<file path="src/rtl/gpio_port_pkg.sv">
package gpio_port_pkg;

    localparam int BUS_AW = 8;
    localparam int BUS_DW = 32;

    localparam logic [BUS_AW-1:0] OFS_OUTVAL = 8'h00;
    localparam logic [BUS_AW-1:0] OFS_DIR    = 8'h04;
    localparam logic [BUS_AW-1:0] OFS_PAD    = 8'h08;
    localparam logic [BUS_AW-1:0] OFS_SENSE  = 8'h0C;
    localparam logic [BUS_AW-1:0] OFS_BOTH   = 8'h10;
    localparam logic [BUS_AW-1:0] OFS_POL    = 8'h14;
    localparam logic [BUS_AW-1:0] OFS_IEN    = 8'h18;
    localparam logic [BUS_AW-1:0] OFS_RAW    = 8'h1C;
    localparam logic [BUS_AW-1:0] OFS_ICLR   = 8'h20;
    localparam logic [BUS_AW-1:0] OFS_SET    = 8'h24;
    localparam logic [BUS_AW-1:0] OFS_CLR    = 8'h28;

    typedef enum logic [3:0] {
        SEL_NONE, SEL_OUTVAL, SEL_DIR, SEL_PAD, SEL_SENSE, SEL_BOTH,
        SEL_POL, SEL_IEN, SEL_RAW, SEL_ICLR, SEL_SET, SEL_CLR
    } reg_sel_e;

    typedef enum logic [1:0] {
        PAD_PULLUP = 2'b00,
        PAD_RSVD   = 2'b01,
        PAD_FLOAT  = 2'b10,
        PAD_BARE   = 2'b11
    } pad_mode_e;

    typedef enum logic [2:0] {
        TM_RISE, TM_FALL, TM_BOTH, TM_HIGH, TM_LOW
    } trig_mode_e;

    function automatic reg_sel_e decode_ofs(input logic [BUS_AW-1:0] a);
        reg_sel_e s;
        unique case (a)
            OFS_OUTVAL: s = SEL_OUTVAL;
            OFS_DIR:    s = SEL_DIR;
            OFS_PAD:    s = SEL_PAD;
            OFS_SENSE:  s = SEL_SENSE;
            OFS_BOTH:   s = SEL_BOTH;
            OFS_POL:    s = SEL_POL;
            OFS_IEN:    s = SEL_IEN;
            OFS_RAW:    s = SEL_RAW;
            OFS_ICLR:   s = SEL_ICLR;
            OFS_SET:    s = SEL_SET;
            OFS_CLR:    s = SEL_CLR;
            default:    s = SEL_NONE;
        endcase
        return s;
    endfunction

endpackage

</file>
<file path="src/rtl/gpio_in_sync.sv">
module gpio_in_sync #(
    parameter int W      = 6,
    parameter int STAGES = 2
) (
    input  logic         clk,
    input  logic         rst_n,
    input  logic [W-1:0] d,
    output logic [W-1:0] lvl,
    output logic [W-1:0] lvl_prev
);
    // stage_q[STAGES-1] is the synchronised level, stage_q[STAGES] its previous value
    logic [W-1:0] stage_q [0:STAGES];

    always_ff @(posedge clk or negedge rst_n) begin
        if (!rst_n) begin
            for (int k = 0; k <= STAGES; k++) begin
                stage_q[k] <= '0;
            end
        end else begin
            stage_q[0] <= d;
            for (int k = 1; k <= STAGES; k++) begin
                stage_q[k] <= stage_q[k-1];
            end
        end
    end

    assign lvl      = stage_q[STAGES-1];
    assign lvl_prev = stage_q[STAGES];
endmodule

</file>
<file path="src/rtl/gpio_pin_irq.sv">
module gpio_pin_irq
    import gpio_port_pkg::*;
(
    input  logic clk,
    input  logic rst_n,
    input  logic lvl,
    input  logic lvl_prev,
    input  logic sense_level,
    input  logic both_edges,
    input  logic pol_low,
    input  logic clr,
    output logic trig,
    output logic flag
);
    trig_mode_e mode;
    logic       rise;
    logic       fall;

    assign rise = lvl & ~lvl_prev;
    assign fall = ~lvl & lvl_prev;

    // both-edge override sits above polarity, but only in edge sense
    always_comb begin
        if (sense_level)     mode = pol_low ? TM_LOW : TM_HIGH;
        else if (both_edges) mode = TM_BOTH;
        else                 mode = pol_low ? TM_FALL : TM_RISE;
    end

    always_comb begin
        unique case (mode)
            TM_RISE: trig = rise;
            TM_FALL: trig = fall;
            TM_BOTH: trig = rise | fall;
            TM_HIGH: trig = lvl;
            TM_LOW:  trig = ~lvl;
            default: trig = 1'b0;
        endcase
    end

    // a trigger in the same cycle as a clear keeps the flag set
    always_ff @(posedge clk or negedge rst_n) begin
        if (!rst_n) flag <= 1'b0;
        else        flag <= trig | (flag & ~clr);
    end
endmodule

</file>
<file path="src/rtl/gpio_pad_map.sv">
module gpio_pad_map
    import gpio_port_pkg::*;
#(
    parameter int N_PINS = 6
) (
    input  logic [2*N_PINS-1:0] cfg,
    output logic [N_PINS-1:0]   pull_up,
    output logic [N_PINS-1:0]   schmitt_en
);
    for (genvar i = 0; i < N_PINS; i++) begin : g_pin
        pad_mode_e m;
        assign m             = pad_mode_e'(cfg[2*i +: 2]);
        assign pull_up[i]    = (m == PAD_PULLUP) || (m == PAD_RSVD);
        assign schmitt_en[i] = (m != PAD_BARE);
    end
endmodule

</file>
<file path="src/rtl/gpio_port_ctrl.sv">
module gpio_port_ctrl
    import gpio_port_pkg::*;
#(
    parameter int N_PINS      = 6,
    parameter int SYNC_STAGES = 2
) (
    input  logic              clk,
    input  logic              rst_n,
    input  logic              bus_we,
    input  logic [BUS_AW-1:0] bus_addr,
    input  logic [BUS_DW-1:0] bus_wdata,
    output logic [BUS_DW-1:0] bus_rdata,
    input  logic [N_PINS-1:0] pin_in,
    output logic [N_PINS-1:0] pin_out,
    output logic [N_PINS-1:0] pin_oe,
    output logic [N_PINS-1:0] pad_pull_up,
    output logic [N_PINS-1:0] pad_schmitt_en,
    output logic              irq
);
    localparam int CFG_W = 2 * N_PINS;

    reg_sel_e          sel;
    logic [N_PINS-1:0] wbits;
    logic [N_PINS-1:0] outval_q, dir_q, sense_q, both_q, pol_q, ien_q;
    logic [CFG_W-1:0]  pad_q;
    logic [N_PINS-1:0] lvl, lvl_prev;
    logic [N_PINS-1:0] clr_vec, trig_vec, ris_q;
    logic [N_PINS-1:0] pin_view;
    logic              unused_wdata;

    assign sel          = decode_ofs(bus_addr);
    assign wbits        = bus_wdata[N_PINS-1:0];
    assign unused_wdata = ^bus_wdata;

    // configuration and output latch
    always_ff @(posedge clk or negedge rst_n) begin
        if (!rst_n) begin
            outval_q <= '0;
            dir_q    <= '0;
            pad_q    <= '0;
            sense_q  <= '0;
            both_q   <= '0;
            pol_q    <= '0;
            ien_q    <= '0;
        end else if (bus_we) begin
            unique case (sel)
                SEL_OUTVAL: outval_q <= wbits;
                SEL_SET:    outval_q <= outval_q | wbits;
                SEL_CLR:    outval_q <= outval_q & ~wbits;
                SEL_DIR:    dir_q    <= wbits;
                SEL_PAD:    pad_q    <= bus_wdata[CFG_W-1:0];
                SEL_SENSE:  sense_q  <= wbits;
                SEL_BOTH:   both_q   <= wbits;
                SEL_POL:    pol_q    <= wbits;
                SEL_IEN:    ien_q    <= wbits;
                default:    ;
            endcase
        end
    end

    assign clr_vec = (bus_we && sel == SEL_ICLR) ? wbits : '0;

    gpio_in_sync #(
        .W      (N_PINS),
        .STAGES (SYNC_STAGES)
    ) u_sync (
        .clk      (clk),
        .rst_n    (rst_n),
        .d        (pin_in),
        .lvl      (lvl),
        .lvl_prev (lvl_prev)
    );

    for (genvar i = 0; i < N_PINS; i++) begin : g_irq
        gpio_pin_irq u_det (
            .clk         (clk),
            .rst_n       (rst_n),
            .lvl         (lvl[i]),
            .lvl_prev    (lvl_prev[i]),
            .sense_level (sense_q[i]),
            .both_edges  (both_q[i]),
            .pol_low     (pol_q[i]),
            .clr         (clr_vec[i]),
            .trig        (trig_vec[i]),
            .flag        (ris_q[i])
        );
    end

    gpio_pad_map #(
        .N_PINS (N_PINS)
    ) u_pad (
        .cfg        (pad_q),
        .pull_up    (pad_pull_up),
        .schmitt_en (pad_schmitt_en)
    );

    assign pin_view = (dir_q & outval_q) | (~dir_q & lvl);

    always_comb begin
        bus_rdata = '0;
        unique case (sel)
            SEL_OUTVAL: bus_rdata[N_PINS-1:0] = pin_view;
            SEL_DIR:    bus_rdata[N_PINS-1:0] = dir_q;
            SEL_PAD:    bus_rdata[CFG_W-1:0]  = pad_q;
            SEL_SENSE:  bus_rdata[N_PINS-1:0] = sense_q;
            SEL_BOTH:   bus_rdata[N_PINS-1:0] = both_q;
            SEL_POL:    bus_rdata[N_PINS-1:0] = pol_q;
            SEL_IEN:    bus_rdata[N_PINS-1:0] = ien_q;
            SEL_RAW:    bus_rdata[N_PINS-1:0] = ris_q;
            default:    ;
        endcase
    end

    assign pin_out = outval_q;
    assign pin_oe  = dir_q;
    assign irq     = |(ris_q & ien_q);
endmodule

</file>
<file path="config.mk">
export PLATFORM = sky130hd
export DESIGN_NAME = gpio_port_ctrl
export DESIGN_NICKNAME = d
export VERILOG_FILES = /design/src/rtl/gpio_port_pkg.sv /design/src/rtl/gpio_in_sync.sv /design/src/rtl/gpio_pin_irq.sv /design/src/rtl/gpio_pad_map.sv /design/src/rtl/gpio_port_ctrl.sv
export SDC_FILE = /design/constraint.sdc
export NUM_CORES = 1
export LEC_CHECK = 0
export ABC_AREA = 1
export BUFFER_PORTS_ARGS = -buffer_cell sky130_fd_sc_hd__buf_2
export CELL_PAD_IN_SITES_DETAIL_PLACEMENT = 2
export CELL_PAD_IN_SITES_GLOBAL_PLACEMENT = 2
export CORE_MARGIN = 2
export CORE_UTILIZATION = 27
export CTS_CLUSTER_DIAMETER = 30
export DETAILED_ROUTE_END_ITERATION = 6
export GPL_ROUTABILITY_DRIVEN = 0
export PLACE_DENSITY = 0.77
export SYNTH_ARGS = -nofsm -noshare
export SYNTH_HDL_FRONTEND = slang
export SYNTH_SLANG_ARGS = --single-unit
</file>
<file path="constraint.sdc">
create_clock -name clk -period 1.3 [get_ports clk]
set_clock_uncertainty 0.1 [all_clocks]
set_input_delay 0.13 -clock clk [delete_from_list [all_inputs] [get_ports clk]]
set_output_delay 0.13 -clock clk [all_outputs]
set_load 0.03 [all_outputs]
</file>
==> results.env <==
NUMBER_OF_GLOBAL_ROUTE_VIAS_BEFORE_REPAIR=4686
CRIT_PATH_CELL_CHAIN='nand2_2 > o21ai_2 > nand2_1 > o21ai_2 > nor2_1 > nand4_1 > buf_6'
WL_MET3_UM=992
GRT.OVERFLOW.TOTAL=0
POWER.DENSITY_CELL_AREA_mW_PER_MM2=1040
MULTI_INPUT_GATE_AREA_IN_THE_FINAL_LAYOUT_MM2=0.00242
SETUP-VIOLATIONS-FINAL=44
TOP_LAYER_IN_USE='met4'
LAYOUT_WORST_PATH_CYCLE_SHARE=1.42
WORSTPATHARRIVAL_PS=1610
CORE_REGION_AREA_MM2=0.0144
SYNTHCELLS=488
ANTENNA_FOUND_INITIAL=0
OUTCOME='finished with violations'
AREA.GROWTH.SYNTH_TO_FINAL_PCT=76.9
FINAL_LAYOUT_SIZE_SUFFIX_GT1_FRAC=0.517
REPORT.FINAL.HOLD_VIOL_COUNT=0
YOSYS_WARNINGS=0
N_ANTENNA_CELL=0
DESIGN.FINAL.NETS=739
FILLCELLCOUNT=1483
POST_SYNTH.CELL_AREA_AVG_UM2=8.05
PLACE.DETAILED.HPWL_UM=11000
FINAL_ANTENNA_NET_COUNT=0
LAYOUT_COMMONEST_CELL='sky130_fd_sc_hd__nand2_1'
TOTAL_LEAKAGE_POWER_nW=3.26
PLACEMENT.IO_BUFFERS=65
DETAIL_ROUTE.DRC_VIOLATIONS=0
TIMING.CRITICAL_PATH.MODE_CELL='sky130_fd_sc_hd__o21ai_2'
DIEWIDTH_UM=125
PLACE_WS_PS=-511
PEAKVDDDROP_mV=0.779
CTSLONGESTPATHBUFFERS=2
RSZ0062_AT_GRT='yes'
LAYOUT.CELL_AREA.NON_FILLER_MM2=0.00695
HOLD_SLACK_PS=167
MET2ROUTEDLENGTH_UM=11200
CHIPHEIGHT_UM=125
START_KIND='flip-flop'
ROUTE.LAYER.MET1.WL_UM=7860
DRV_SLEW=0
FIN_WS_PS=-540
REG_TO_REG_STARTPOINT='u_sync.lvl[3]$_DFF_PN0_'
NUM_IO_PINS=106
WORSTSETUPPATHTYPE='reg -> out'
WORST_HOLD_PATH_TYPE='in -> async'
FINALCOREUTILIZATION=0.484
POST_SYNTH_INSTANCE_AREA_MM2=0.00393
DELAY_OF_THE_SLOWEST_CRITICAL_PATH_STAGE_PS=440
ROUTE.VIAS.TOTAL=4307
CTS-ROOT-BUF='sky130_fd_sc_hd__clkbuf_16'
START_UTIL=0.273
MAXCLOCKFREQUENCY_MHz=543
NUMCTSBUFFERS=9
TRITONCTS_NUM_SINKS=72
MOST-COMMON-LAYOUT-CELLS='75 x sky130_fd_sc_hd__nand2_1, 67 x sky130_fd_sc_hd__dfrtp_1, 62 x sky130_fd_sc_hd__buf_4'
CRITICAL_PATH_ENDPOINT_CATEGORY='primary output'
CRIT_PATH_TOP_DELAY_CELL='sky130_fd_sc_hd__dfrtp_2'
DRTPASS1ITERATIONS=4
DETAILEDROUTE.FIRSTITERATIONVIOLATIONS=249
SYNTH-SEQ-CELLS=72
FF2FF_PATH_DEPTH=8
FINAL.MIN_CLOCK_PERIOD_PS=1840
ROUTED_VIA_DENSITY=4.97
SEQ_AREA_FRAC_SYNTH=0.459
TIMING.CRITICAL_PATH.REQUIRED_PS=1070
FP-ROW-COUNT=44
CLK-INSERTION-DELAY-LATE_PS=360
FINAL-SEQ-AREA_MM2=0.00181
DRV_CAP=0
WORST-R2R-SETUP-SLACK_PS=-180
FINISH.CELL_COUNT_WITHOUT_FILLERS=867
CP_MAX_FO=4
VIOLATIONS='negative setup slack'
FP.DIEAREA_MM2=0.0155
TRITONCTS='yes'
FIN_TOTAL_PWR_mW=7.24
HTREE_NUM_LEVELS=3
TRACK_USAGE=0.220
WL_PER_CELL_UM=23.7
PLACED_CELL_AREA_MM2=0.00498
TNS_PS=-8580
CLK_SLEW_ON_WORST_S_H_PATHS_PS=70
WIRELENGTH_UM=20500
MAXIMUM_NUMBER_OF_PINS_ON_ONE_NET_BEFORE_GLOBAL_ROUTE_REPAIR=32
REGTOREGENDPOINT='g_irq[3].u_det.flag$_DFF_PN0_'
PLACE_INST=797
GRT_FIRST_PASS_WIRELENGTH_UM=26500
YOSYSUNIQUECELLTYPES=33
==> Yosys cell counts, drive strengths merged <==
| library cell | number | share of area |
|---|---|---|
| a221oi | 1 | 0.0022 |
| buf | 27 | 0.051 |
| nor3 | 3 | 0.0067 |
| ha | 12 | 0.038 |
| dfrtp | 72 | 0.46 |
| a21oi | 13 | 0.019 |
| o31ai | 1 | 0.0019 |
| nand4 | 4 | 0.0064 |
| a211oi | 3 | 0.0057 |
| nand3 | 27 | 0.041 |
| conb | 1 | 0.00095 |
| o21ai | 64 | 0.082 |
| inv | 75 | 0.072 |
| o311ai | 2 | 0.0045 |
| o22ai | 9 | 0.014 |
| nand2 | 116 | 0.12 |
| o21a | 3 | 0.0057 |
| nor2 | 51 | 0.063 |
| o211ai | 2 | 0.0038 |
| xor2 | 2 | 0.0045 |
==> how the worst max path moves through the flow <==
stage,from,end,slack (ps),cells past startpoint
finish,pin_oe[0]$_DFFE_PN0P_,bus_rdata[0],-540,7
global route,pin_oe[0]$_DFFE_PN0P_,bus_rdata[0],-610,7
CTS,pin_oe[0]$_DFFE_PN0P_,bus_rdata[0],-440,7
detailed placement,bus_addr[1],bus_rdata[0],-510,11
global placement,bus_addr[0],bus_rdata[4],-450,11
floorplan,bus_addr[0],bus_rdata[0],-90,8
==> area by class of cell <==
| class | count | area share |
|---|---|---|
| Clock buffer | 11 | 0.0364 |
| Clock inverter | 5 | 0.0148 |
| Inverter | 75 | 0.0484 |
| Multi-Input combinational cell | 333 | 0.348 |
| Sequential cell | 72 | 0.260 |
| Tap cell | 184 | 0.0331 |
| Timing Repair Buffer | 187 | 0.259 |
==> state kept, by name, indices dropped and copies added, names as in the netlist <==
name              flops
both_q                6
u_sync.lvl            6
ien_q                 6
pad_q                12
g_irq.u_det.flag      6
u_sync.stage_q        6
u_sync.lvl_prev       6
sense_q               6
pin_out               6
pol_q                 6
pin_oe                6
==> critical path, delay by kind of cell, from the launching register on <==
kind	cells	cell delay, ps
AO/OA/AOI/OAI	2	130
buffers and inverters	1	190
AND/OR/NAND/NOR	4	490
flip-flops	1	440
==> logic make-up (layout without fill, tap and decap cells) <==
kind of cell               Yosys count  after routing  synth area share
DFF                                 72             72             0.459
other                                1             20          0.000954
and+or+nand+nor                    201            201             0.235
adders and majority gates           12             12            0.0382
buffers and inverters              102            278             0.123
AOI/OAI and AO/OA                   98             98             0.140
xor gates and xnor gates             2              2           0.00446
==> layer usage <==
metal  GRT usage  vias to the layer above
met1       0.267                     2216
met5           0                        -
met2       0.401                      146
li1            -                     1911
met4      0.0674                        0
met3      0.0335                       34
==> what timing repair did <==
action | in CTS | in global routing
pin swaps | 52 | 45
setup buffers | 22 | 21
endpoints found under the setup margin | 42 | 62
hold buffers | 19 | 0
resized for setup | 183 | 160
endpoints found under the hold margin | 98 | 0
==> where the power goes <==
part	total, mW	leakage (nW)	internal [mW]	switching [mW]
combinational	1.60	2.26	0.651	0.952
clock	3.05	0.172	1.98	1.07
sequential	2.58	0.825	2.40	0.178
Note: power is estimated with default switching activity, not from simulation.
